## src/rtl/tsu_pkg.sv

```systemverilog
package tsu_pkg;

    localparam int TS_W   = 32;
    localparam int NHW    = 4;
    localparam int NSRC   = NHW + 5;

    // Source slots, lower index queued first in a shared cycle
    localparam int SRC_ETHRX = 0;
    localparam int SRC_ETHTX = 1;
    localparam int SRC_HW0   = 2;
    localparam int SRC_SW    = SRC_HW0 + NHW;
    localparam int SRC_HALF  = SRC_SW + 1;
    localparam int SRC_FULL  = SRC_SW + 2;

    // Register word indices (byte address bits 5:2)
    localparam logic [3:0] RG_CTRL   = 4'h0;
    localparam logic [3:0] RG_PUSH   = 4'h1;
    localparam logic [3:0] RG_LDVAL  = 4'h2;
    localparam logic [3:0] RG_LDGO   = 4'h3;
    localparam logic [3:0] RG_RAW    = 4'h4;
    localparam logic [3:0] RG_MASKED = 4'h5;
    localparam logic [3:0] RG_IE     = 4'h6;
    localparam logic [3:0] RG_POP    = 4'h7;
    localparam logic [3:0] RG_EVLO   = 4'h8;
    localparam logic [3:0] RG_EVHI   = 4'h9;

    localparam int CB_EN    = 0;
    localparam int CB_ITEST = 1;
    localparam int CB_HW0   = 8;

    typedef enum logic [3:0] {
        EV_SWPUSH = 4'h0,
        EV_ROLL   = 4'h1,
        EV_HALF   = 4'h2,
        EV_HWPUSH = 4'h3,
        EV_ETHRX  = 4'h4,
        EV_ETHTX  = 4'h5
    } evt_kind_e;

    typedef struct packed {
        logic [4:0]      port;
        evt_kind_e       kind;
        logic [3:0]      msg;
        logic [15:0]     seq;
        logic [TS_W-1:0] ts;
    } evt_rec_t;

    function automatic logic [31:0] rec_hi_word(evt_rec_t r);
        return {3'b000, r.port, r.kind, r.msg, r.seq};
    endfunction

endpackage

```

## src/rtl/tsu_timebase.sv

```systemverilog
module tsu_timebase #(
    parameter int W = 32
) (
    input  logic         clk,
    input  logic         rst,
    input  logic         en,
    input  logic         ld,
    input  logic [W-1:0] ld_val,
    output logic [W-1:0] cnt,
    output logic         half_ev,
    output logic         full_ev
);

    localparam logic [W-1:0] HALF_LAST = {1'b0, {(W-1){1'b1}}};

    always_ff @(posedge clk) begin
        if (rst || !en)
            cnt <= '0;
        else if (ld)
            cnt <= ld_val;
        else
            cnt <= cnt + 1'b1;
    end

    assign half_ev = en && !ld && (cnt == HALF_LAST);
    assign full_ev = en && !ld && (&cnt);

    p_count_step_r2: assert property (@(posedge clk) disable iff (rst)
        (en && !ld) ##1 en |-> cnt == $past(cnt) + 1'b1);

    p_held_zero_r1: assert property (@(posedge clk) disable iff (rst)
        !en |=> cnt == '0);

    p_half_lands_r5: assert property (@(posedge clk) disable iff (rst)
        half_ev |=> cnt == {1'b1, {(W-1){1'b0}}});

endmodule

```

## src/rtl/tsu_evt_gather.sv

```systemverilog
module tsu_evt_gather
    import tsu_pkg::*;
(
    input  logic                  clk,
    input  logic                  rst,
    input  logic                  en,
    input  logic [TS_W-1:0]       cnt,
    input  logic                  half_ev,
    input  logic                  full_ev,
    input  logic                  sw_push,
    input  logic [NHW-1:0]        hw_pin,
    input  logic [NHW-1:0]        hw_en,
    input  logic                  rx_stb,
    input  logic [4:0]            rx_port,
    input  logic [3:0]            rx_msg,
    input  logic [15:0]           rx_seq,
    input  logic                  tx_stb,
    input  logic [4:0]            tx_port,
    input  logic [3:0]            tx_msg,
    input  logic [15:0]           tx_seq,
    output logic [NSRC-1:0]       req,
    output evt_rec_t [NSRC-1:0]   recs
);

    logic [NHW-1:0]  pin_q;
    logic [TS_W-1:0] cnt_nxt;

    always_ff @(posedge clk) begin
        if (rst)
            pin_q <= '0;
        else
            pin_q <= hw_pin;
    end

    assign cnt_nxt = cnt + 1'b1;

    assign req[SRC_ETHRX]  = en && rx_stb;
    assign recs[SRC_ETHRX] = '{port: rx_port, kind: EV_ETHRX, msg: rx_msg,
                               seq: rx_seq, ts: cnt};
    assign req[SRC_ETHTX]  = en && tx_stb;
    assign recs[SRC_ETHTX] = '{port: tx_port, kind: EV_ETHTX, msg: tx_msg,
                               seq: tx_seq, ts: cnt};

    for (genvar k = 0; k < NHW; k++) begin : g_pin
        assign req[SRC_HW0+k]  = en && hw_en[k] && hw_pin[k] && !pin_q[k];
        assign recs[SRC_HW0+k] = '{port: 5'(k + 1), kind: EV_HWPUSH, msg: 4'h0,
                                   seq: 16'h0, ts: cnt};
    end

    assign req[SRC_SW]    = en && sw_push;
    assign recs[SRC_SW]   = '{port: 5'd0, kind: EV_SWPUSH, msg: 4'h0,
                              seq: 16'h0, ts: cnt};
    assign req[SRC_HALF]  = half_ev;
    assign recs[SRC_HALF] = '{port: 5'd0, kind: EV_HALF, msg: 4'h0,
                              seq: 16'h0, ts: cnt_nxt};
    assign req[SRC_FULL]  = full_ev;
    assign recs[SRC_FULL] = '{port: 5'd0, kind: EV_ROLL, msg: 4'h0,
                              seq: 16'h0, ts: cnt_nxt};

    p_roll_exclusive_r5: assert property (@(posedge clk) disable iff (rst)
        !(half_ev && full_ev));

    p_pin_single_r4: assert property (@(posedge clk) disable iff (rst)
        req[SRC_HW0] |=> !req[SRC_HW0]);

endmodule

```

## src/rtl/tsu_evt_fifo.sv

```systemverilog
module tsu_evt_fifo
    import tsu_pkg::*;
#(
    parameter int DEPTH = 16,
    parameter int NW    = NSRC
) (
    input  logic                clk,
    input  logic                rst,
    input  logic                clr,
    input  logic [NW-1:0]       req,
    input  evt_rec_t [NW-1:0]   recs,
    input  logic                pop,
    output evt_rec_t            head,
    output logic                nonempty,
    output logic                ovf
);

    localparam int AW = $clog2(DEPTH);
    localparam int CW = $clog2(DEPTH + 1);
    localparam int SW = $clog2(DEPTH + NW + 1);

    evt_rec_t        mem [DEPTH];
    logic [AW-1:0]   rptr, wptr;
    logic [CW-1:0]   level;
    logic [SW-1:0]   off [NW];
    logic [NW-1:0]   take;
    logic [SW-1:0]   n_take;
    logic            drop;
    logic            do_pop;

    always_comb begin
        n_take = '0;
        drop   = 1'b0;
        for (int i = 0; i < NW; i++) begin
            off[i]  = n_take;
            take[i] = 1'b0;
            if (req[i]) begin
                if (SW'(level) + n_take < SW'(DEPTH)) begin
                    take[i] = 1'b1;
                    n_take  = n_take + 1'b1;
                end else begin
                    drop = 1'b1;
                end
            end
        end
    end

    assign do_pop = pop && (level != '0);

    always_ff @(posedge clk) begin
        for (int i = 0; i < NW; i++) begin
            if (take[i] && !clr && !rst)
                mem[wptr + AW'(off[i])] <= recs[i];
        end
    end

    always_ff @(posedge clk) begin
        if (rst || clr) begin
            rptr  <= '0;
            wptr  <= '0;
            level <= '0;
            ovf   <= 1'b0;
        end else begin
            wptr  <= wptr + AW'(n_take);
            rptr  <= rptr + AW'(do_pop);
            level <= CW'(SW'(level) + n_take - SW'(do_pop));
            ovf   <= ovf | drop;
        end
    end

    assign nonempty = (level != '0);
    assign head     = nonempty ? mem[rptr] : '0;

    p_level_bound_r10: assert property (@(posedge clk) disable iff (rst)
        level <= CW'(DEPTH));

    p_ovf_sticky_r10: assert property (@(posedge clk) disable iff (rst)
        ovf && !clr |=> ovf);

    p_pop_empty_r8: assert property (@(posedge clk) disable iff (rst)
        !nonempty && pop && req == '0 && !clr |=> !nonempty);

    p_pop_step_r8: assert property (@(posedge clk) disable iff (rst)
        nonempty && pop && req == '0 && !clr |=> level == $past(level) - 1'b1);

endmodule

```

## src/rtl/tsu_evt_capture.sv

```systemverilog
module tsu_evt_capture
    import tsu_pkg::*;
#(
    parameter int FIFO_DEPTH = 16
) (
    input  logic        clk,
    input  logic        rst,
    input  logic        bus_we,
    input  logic [5:0]  bus_addr,
    input  logic [31:0] bus_wdata,
    output logic [31:0] bus_rdata,
    input  logic [3:0]  hw_pin_i,
    input  logic        eth_rx_stb_i,
    input  logic [4:0]  eth_rx_port_i,
    input  logic [3:0]  eth_rx_msg_i,
    input  logic [15:0] eth_rx_seq_i,
    input  logic        eth_tx_stb_i,
    input  logic [4:0]  eth_tx_port_i,
    input  logic [3:0]  eth_tx_msg_i,
    input  logic [15:0] eth_tx_seq_i,
    output logic        irq_o,
    output logic        ovf_o
);

    logic [3:0]      widx;
    logic            en_q, itest_q, ie_q, force_q;
    logic [NHW-1:0]  hw_en_q;
    logic [TS_W-1:0] ldval_q;
    logic            wr_push, wr_ldgo, wr_pop;
    logic [TS_W-1:0] cnt;
    logic            half_ev, full_ev;
    logic [NSRC-1:0] req;
    evt_rec_t [NSRC-1:0] recs;
    evt_rec_t        head;
    logic            nonempty;
    logic            raw_pend, masked_pend;
    logic            unused_bits;

    assign widx    = bus_addr[5:2];
    assign wr_push = bus_we && widx == RG_PUSH && bus_wdata[0];
    assign wr_ldgo = bus_we && widx == RG_LDGO && bus_wdata[0] && en_q;
    assign wr_pop  = bus_we && widx == RG_POP  && bus_wdata[0];
    assign unused_bits = ^bus_addr[1:0];

    always_ff @(posedge clk) begin
        if (rst) begin
            en_q    <= 1'b0;
            itest_q <= 1'b0;
            hw_en_q <= '0;
            ldval_q <= '0;
            ie_q    <= 1'b0;
            force_q <= 1'b0;
        end else if (bus_we) begin
            case (widx)
                RG_CTRL: begin
                    en_q    <= bus_wdata[CB_EN];
                    itest_q <= bus_wdata[CB_ITEST];
                    hw_en_q <= bus_wdata[CB_HW0 +: NHW];
                end
                RG_LDVAL: ldval_q <= bus_wdata;
                RG_IE:    ie_q    <= bus_wdata[0];
                RG_RAW:   if (itest_q) force_q <= bus_wdata[0];
                default: ;
            endcase
        end
    end

    tsu_timebase #(.W(TS_W)) u_timebase (
        .clk     (clk),
        .rst     (rst),
        .en      (en_q),
        .ld      (wr_ldgo),
        .ld_val  (ldval_q),
        .cnt     (cnt),
        .half_ev (half_ev),
        .full_ev (full_ev)
    );

    tsu_evt_gather u_gather (
        .clk     (clk),
        .rst     (rst),
        .en      (en_q),
        .cnt     (cnt),
        .half_ev (half_ev),
        .full_ev (full_ev),
        .sw_push (wr_push),
        .hw_pin  (hw_pin_i),
        .hw_en   (hw_en_q),
        .rx_stb  (eth_rx_stb_i),
        .rx_port (eth_rx_port_i),
        .rx_msg  (eth_rx_msg_i),
        .rx_seq  (eth_rx_seq_i),
        .tx_stb  (eth_tx_stb_i),
        .tx_port (eth_tx_port_i),
        .tx_msg  (eth_tx_msg_i),
        .tx_seq  (eth_tx_seq_i),
        .req     (req),
        .recs    (recs)
    );

    tsu_evt_fifo #(.DEPTH(FIFO_DEPTH), .NW(NSRC)) u_fifo (
        .clk      (clk),
        .rst      (rst),
        .clr      (!en_q),
        .req      (req),
        .recs     (recs),
        .pop      (wr_pop),
        .head     (head),
        .nonempty (nonempty),
        .ovf      (ovf_o)
    );

    assign raw_pend    = nonempty || (itest_q && force_q);
    assign masked_pend = raw_pend && ie_q;
    assign irq_o       = masked_pend;

    always_comb begin
        case (widx)
            RG_CTRL:   bus_rdata = {20'h0, hw_en_q, 6'h0, itest_q, en_q};
            RG_LDVAL:  bus_rdata = ldval_q;
            RG_RAW:    bus_rdata = {31'h0, raw_pend};
            RG_MASKED: bus_rdata = {31'h0, masked_pend};
            RG_IE:     bus_rdata = {31'h0, ie_q};
            RG_EVLO:   bus_rdata = head.ts;
            RG_EVHI:   bus_rdata = rec_hi_word(head);
            default:   bus_rdata = 32'h0;
        endcase
    end

    p_irq_source_r11: assert property (@(posedge clk) disable iff (rst)
        irq_o && !itest_q |-> nonempty);

    p_disabled_quiet_r1: assert property (@(posedge clk) disable iff (rst)
        !en_q |=> !ovf_o && !nonempty);

endmodule

```

## config.mk

```make
export PLATFORM = sky130hd
export DESIGN_NAME = tsu_evt_capture
export DESIGN_NICKNAME = d
export VERILOG_FILES = /design/src/rtl/tsu_pkg.sv /design/src/rtl/tsu_timebase.sv /design/src/rtl/tsu_evt_gather.sv /design/src/rtl/tsu_evt_fifo.sv /design/src/rtl/tsu_evt_capture.sv
export SDC_FILE = /design/constraint.sdc
export NUM_CORES = 2
export LEC_CHECK = 0
export ABC_AREA = 1
export BUFFER_PORTS_ARGS = -buffer_cell sky130_fd_sc_hd__clkbuf_2
export CAP_MARGIN = 20
export CORE_ASPECT_RATIO = 0.75
export CORE_MARGIN = 2
export CORE_UTILIZATION = 30
export DETAILED_ROUTE_END_ITERATION = 12
export GPL_TIMING_DRIVEN = 1
export PLACE_DENSITY_LB_ADDON = 0.25
export SLEW_MARGIN = 0
export SYNTH_ARGS = -nofsm -noshare
export SYNTH_HDL_FRONTEND = slang
export SYNTH_SLANG_ARGS = --single-unit
```

## constraint.sdc

```tcl
create_clock -name clk -period 22.9 [get_ports clk]
set_clock_uncertainty 0.15 [all_clocks]
set_input_delay 1.145 -clock clk [delete_from_list [all_inputs] [get_ports clk]]
set_output_delay 1.145 -clock clk [all_outputs]
set_load 0.03 [all_outputs]
```

-- Word-level counts from Yosys, hierarchy flattened
Memories as Yosys holds them, arrays and structs flattened. A register that Yosys moved wholly into a read port is not among the register bits.
Cells that the tools add are included.
- memories: 1
- input bits: 97
- register bits after elaboration: 90
- RAM bits: 960
- word-level logic and storage cells: 204
- memories (memory ; words ; width ; read ports ; clocked after memory_dff ; write ports ; RTL line ; text):
    u_fifo.mem ; 16 ; 60 ; 1 ; 1 ; 8 ; tsu_evt_fifo.sv:22 ; evt_rec_t mem [DEPTH];
- equality and inequality tests: 10
- reduce and logical (&&, ||, !) cells: 63
- mux-type cells: 79
- bitwise logic cells: 1
- $add $sub $neg: 29
- magnitude comparators: 9
- operators by type and width (kind ; number):
    32-bit case mux with 7 select lines ; 1
    5-bit two-way mux ; 17
    61-bit two-way mux ; 1
    60-bit two-way mux ; 1
    60-bit OR reduction ; 1
    1-bit two-way mux ; 56
    1-bit logical AND ; 46
    5-bit adder ; 9
    5-bit less-than comparator, second input constant ; 9
    5-bit by 1-bit adder with 5-bit output, second input constant ; 8
    4-bit adder ; 9
    32-bit by 1-bit adder with 32-bit output, second input constant ; 1
    32-bit by 31-bit equality test with 1-bit output, second input constant ; 1
    32-bit two-way mux ; 1
    32-bit AND reduction ; 1
    4-bit by 3-bit equality test with 1-bit output, second input constant ; 4
    4-bit by 2-bit equality test with 1-bit output, second input constant ; 2
    4-bit equality test, second input constant ; 2
    4-bit two-way mux ; 2
    1-bit zero test ; 7
    2-bit AND reduction ; 3
    5-bit nonzero test ; 1
    5-bit by 1-bit subtractor with 5-bit output ; 1
    4-bit by 1-bit adder with 4-bit output ; 1
    5 further kinds ; 6

-- Logic depth before layout (Yosys ltp)
- depth in word-level cells: 41
- depth in mapped cells: 99
- gate-level depth less buffers: 98

-- Hierarchy
Synthesis repeated with hierarchy kept, for this count alone.
- cell total of the unflattened synthesis: 21594
- area, all modules: 129215.2 um^2
- by module, submodules not included (module ; instances ; area an instance (um^2) ; cells an instance ; sequential area each (um^2)):
    tsu_evt_fifo ; 1 ; 119548.4 ; 20083 ; 29588.4
    tsu_evt_gather ; 1 ; 5016.1 ; 739 ; 80.1
    tsu_evt_capture ; 1 ; 2439.8 ; 390 ; 800.8
    tsu_timebase ; 1 ; 2210.9 ; 382 ; 640.6

-- Least setup slack after synthesis
OpenSTA, ideal clock, no wires.
- path kind: input to register
- start: input eth_rx_stb_i
- end: memory u_fifo.mem[6][0] (netlist name), enable pin
- stages on the path: 76
- buffers on the path: 2
- required time: 22098 ps
- slack: 10467 ps
- data arrival time: 11631 ps
- cell sequence: nand2_1 > o31ai_1 > inv_1 > ha_1 > nand2_1 > inv_1 > ha_1 > nand2_1 > inv_1 > nand3_1 > nand2_1 > nand3_1 > nand3_2 > inv_1 > o21ai_0 > inv_1 > ha_1 > nand2_1 > (+40 left out) > nand2_2 > nand2_1 > nand2_1 > nand2_2 > nand3_1 > nand3b_1 > xor2_1 > inv_1 > ha_1 > a21oi_1 > nand3_1 > and2_4 > nand3_4 > nand2_4 > buf_12 > nand2_2 > buf_2 > nand4_1
- RTL lines (item ; RTL line ; text):
    start, declared ; tsu_evt_capture.sv:13 ; input logic eth_rx_stb_i,
    end, declared ; tsu_evt_fifo.sv:22 ;

==> flow_metrics.env <==
export IMPL_hold_viol=0
export IMPL_post_cts_hold_buffer_count=0
export IMPL_placedCellCount=8946
export IMPL_yosys_warnings=0
export IMPL_tns_ns=0
export IMPL_grt_overflow=0
export IMPL_crit_path_end_kind="register"
export IMPL_fin_crit_sh=0.634
export IMPL_nNetsFinal=6812
export IMPL_setup_violations_final=0
export IMPL_min_delay_path_class="register to register"
export IMPL_routedLengthMet1_um=111000
export IMPL_layout_drive_gt1_share=0.0870
export IMPL_tritoncts_num_buffers=111
export IMPL_global_route_wire_length_before_repair_um=350000
export IMPL_regToRegEndpoint="u_fifo.mem[10][10]"
export IMPL_clock_sinks=1050
export IMPL_synth_top_cells_by_count="1394 x sky130_fd_sc_hd__nor2_1, 990 x sky130_fd_sc_hd__o21ai_0, 544 x sky130_fd_sc_hd__edfxtp_1, 531 x sky130_fd_sc_hd__nand2_1, 506 x sky130_fd_sc_hd__dfxtp_1"
export IMPL_unrepaired_setup_endpoints_after_global_routing="no"
export IMPL_syn2layout_area_growth_pct=11.8
export IMPL_vdd_ir_drop_max_v=0.0000660
export IMPL_ff2ff_setup_slack_ns=8.38
export IMPL_routed_top_layer="met5"
export IMPL_cts_repair_resized=0
export IMPL_die_area_um2=187000
export IMPL_final_seq_area_um2=26500
export IMPL_min_delay_path_depth=2
export IMPL_cts_root_to_sink_buffers=3
export IMPL_layout_cells_non_filler=9165
export IMPL_path_common_cell="sky130_fd_sc_hd__nand2_1"
export IMPL_routed_wl_um=247000
export IMPL_via_count=53200
export IMPL_yosys_reg_bits=1050
export IMPL_end_of_the_worst_hold_path="force_q"
export IMPL_finalInstanceArea_um2=61700
export IMPL_min_cycle_time_layout_ns=14.52
export IMPL_clk_insertion_delay_late_ns=0.77
export IMPL_slew_violations=0
export IMPL_port_buffer_count=128
export IMPL_cts_reportedPaths_clkPinSlew_ns=0.06
export IMPL_yosys_area_top_type="sky130_fd_sc_hd__edfxtp_1"
export IMPL_synth_cells=6815
export IMPL_timing_critical_path_slowest_stage_cell="sky130_fd_sc_hd__nand4_4"
export IMPL_setup_worst_path_class="register to register"
export IMPL_max_cap_violations=0
export IMPL_globalRouteTotalUtil=0.255
export IMPL_design_portCount=131
export IMPL_cts_repair_timing_setup_buffer_count=0
export IMPL_total_leakage_power_uw=0.0226
export IMPL_timing_critical_path_from_type="register"
export IMPL_placedInstanceArea_um2=57800
export IMPL_maxClockFrequency_mhz=68.9
export IMPL_floorplan_die_height_um=375
export IMPL_detail_route_wl_per_cell_um=27.0
export IMPL_critPathRequiredTime_ns=23.16
export IMPL_ys_types=68
export IMPL_launch_instance_of_the_worst_register_to_register_path="u_fifo.level[2]"
export IMPL_met3_length_um=30100
export IMPL_die_w_um=499
export IMPL_detail_route_antenna_nets=0
export IMPL_synth_edff_count=544
export IMPL_design_power_total_uw=4040
export IMPL_drt_iter0_markers=7403
export IMPL_multi_input_area_um2=24800
export IMPL_synthArstFlopShare=0
export IMPL_synthesis_area_um2=55200
export IMPL_dominantRegCellSynth="sky130_fd_sc_hd__edfxtp_1"
export IMPL_remaining_drc_errors=0
export IMPL_timing_critical_path_slowest_cell_delay_ns=0.69
export IMPL_tritonroute_pass_1_iters=6
export IMPL_r2r_cells=76
export IMPL_timing_slew_headroom=0.201
export IMPL_hp_start="force_q"
export IMPL_core_area_um2=183000
export IMPL_cts_htree_levels=3
export IMPL_vias_in_the_first_global_route=48000
export IMPL_tritoncts="done"
export IMPL_synth_avg_cell_area_um2=8.09
export IMPL_drt_vias_per_instance=5.81
export IMPL_gpl_final_weighted_congestion=0.989
export IMPL_synthesis_nets=6979
export IMPL_initial_core_util=0.302
export IMPL_yosys_top_cells_area="sky130_fd_sc_hd__edfxtp_1 30%, sky130_fd_sc_hd__dfxtp_1 18%, sky130_fd_sc_hd__nor2_1 9.5%, sky130_fd_sc_hd__o21ai_0 9.0%, sky130_fd_sc_hd__nand2_1 3.6%"
export IMPL_dp_hpwl_um=157000
export IMPL_yosys_area_top_type_share=0.296
export IMPL_row_count=136
export IMPL_outcome="finished, final reports clean"
export IMPL_worst_ep_arrival_time_ns=14.77
export IMPL_synth_most_common_cell="sky130_fd_sc_hd__nor2_1"
export IMPL_met2WireLength_um=100000
export IMPL_worstMarginPinSlew_ns=1.20
export IMPL_cp_max_fo=34
export IMPL_n_fill_cell=19100
export IMPL_power_per_cell_area_nw_per_um2=65.6
export IMPL_antenna_found_initial=15
export IMPL_maximum_number_of_pins_on_one_net_before_global_route_repair=173
export IMPL_ys_seq_area_frac=0.480
export IMPL_cts_root_buffer_cell="sky130_fd_sc_hd__clkbuf_16"
critical path: cells and delay by family, from the launching register on:
kind | cells | cell delay, ns
fa+ha+maj | 8 | 2.39
compound gates | 8 | 2.65
simple gates | 45 | 6.30
flops | 1 | 0.65
buf+inv | 13 | 1.37
xor+xnor | 2 | 0.52
cell families (layout without fill, tap and decap cells):
group | after synthesis | in the layout | synth area share
AOI/OAI and AO/OA | 1905 | 1905 | 0.210
xor gates and xnor gates | 69 | 69 | 0.0111
adders and majority gates | 67 | 67 | 0.0163
buffers and inverters | 1024 | 956 | 0.0734
DFF | 1050 | 1050 | 0.480
muxes | 5 | 5 | 0.000998
other | 0 | 3 | 0
and+or+nand+nor | 2695 | 2695 | 0.209
per-stage QoR:
step	hold WS [ns]	setup slack, ns	util
floorplan	0.274	10.47	-
global placement	0.292	8.05	0.316
detailed placement	0.298	8.01	0.316
CTS	0.308	8.46	0.337
global route	0.330	7.10	0.337
finish	0.309	8.38	0.337
where the power goes:
group          leakage (uW)  switching, uW  internal, uW
sequential          0.00845           11.0          1980
combinational        0.0123           92.7          41.8
clock               0.00187            847          1070
registers in the layout (all words and copies together) (netlist names):
name            cells
ie_q                1
ldval_q            32
u_gather.pin_q      4
u_timebase.cnt     32
hw_en_q             4
u_fifo.wptr         4
force_q             1
en_q                1
itest_q             1
u_fifo.rptr         4
u_fifo.mem        960
u_fifo.ovf          1
u_fifo.level        5
placed cells by master (no fill, tap or decap), drive strengths merged, types with 15 or more instances in the layout:
master  count
a21oi     243
a221oi    225
a31oi      18
buf       130
clkbuf    280
clkinv     89
dfxtp     506
edfxtp    544
ha         59
inv       446
nand2     562
nand3     328
nand4      60
nor2     1404
nor3      282
nor4       19
o211ai    109
o21ai    1016
o221ai    167
o22ai      86
or2        15
xor2       63
worst max-delay path by stage:
| stage | endpoint | start | cells past startpoint |
|---|---|---|---|
| after floorplan | u_fifo.mem[6][0] | eth_rx_stb_i | 76 |
| after global placement | u_fifo.mem[10][21] | eth_rx_stb_i | 77 |
| after detailed placement | u_fifo.mem[10][21] | eth_rx_stb_i | 76 |
| after CTS | u_fifo.mem[10][10] | u_fifo.level[2] | 75 |
| after global routing | u_fifo.mem[10][0] | u_fifo.level[2] | 76 |
| final | u_fifo.mem[10][10] | u_fifo.level[2] | 76 |
metal layers:
| layer | global-route usage | up-vias |
|---|---|---|
| met2 | 0.360 | 3191 |
| met3 | 0.0658 | 364 |
| met4 | 0.0701 | 6 |
| li1 | - | 23700 |
| met5 | 0 | - |
| met1 | 0.378 | 26000 |
area by class of cell:
cell class              count  share of cell area
clock buffers             152              0.0520
clock inverters            60             0.00925
repair buffers            258              0.0277
well taps                2415              0.0490
flip-flops and latches   1050               0.429
diodes                      3            0.000122
multi-input cells        4741               0.403
inverters                 486              0.0299
No activity file was read; power rests on OpenSTA's default activity.
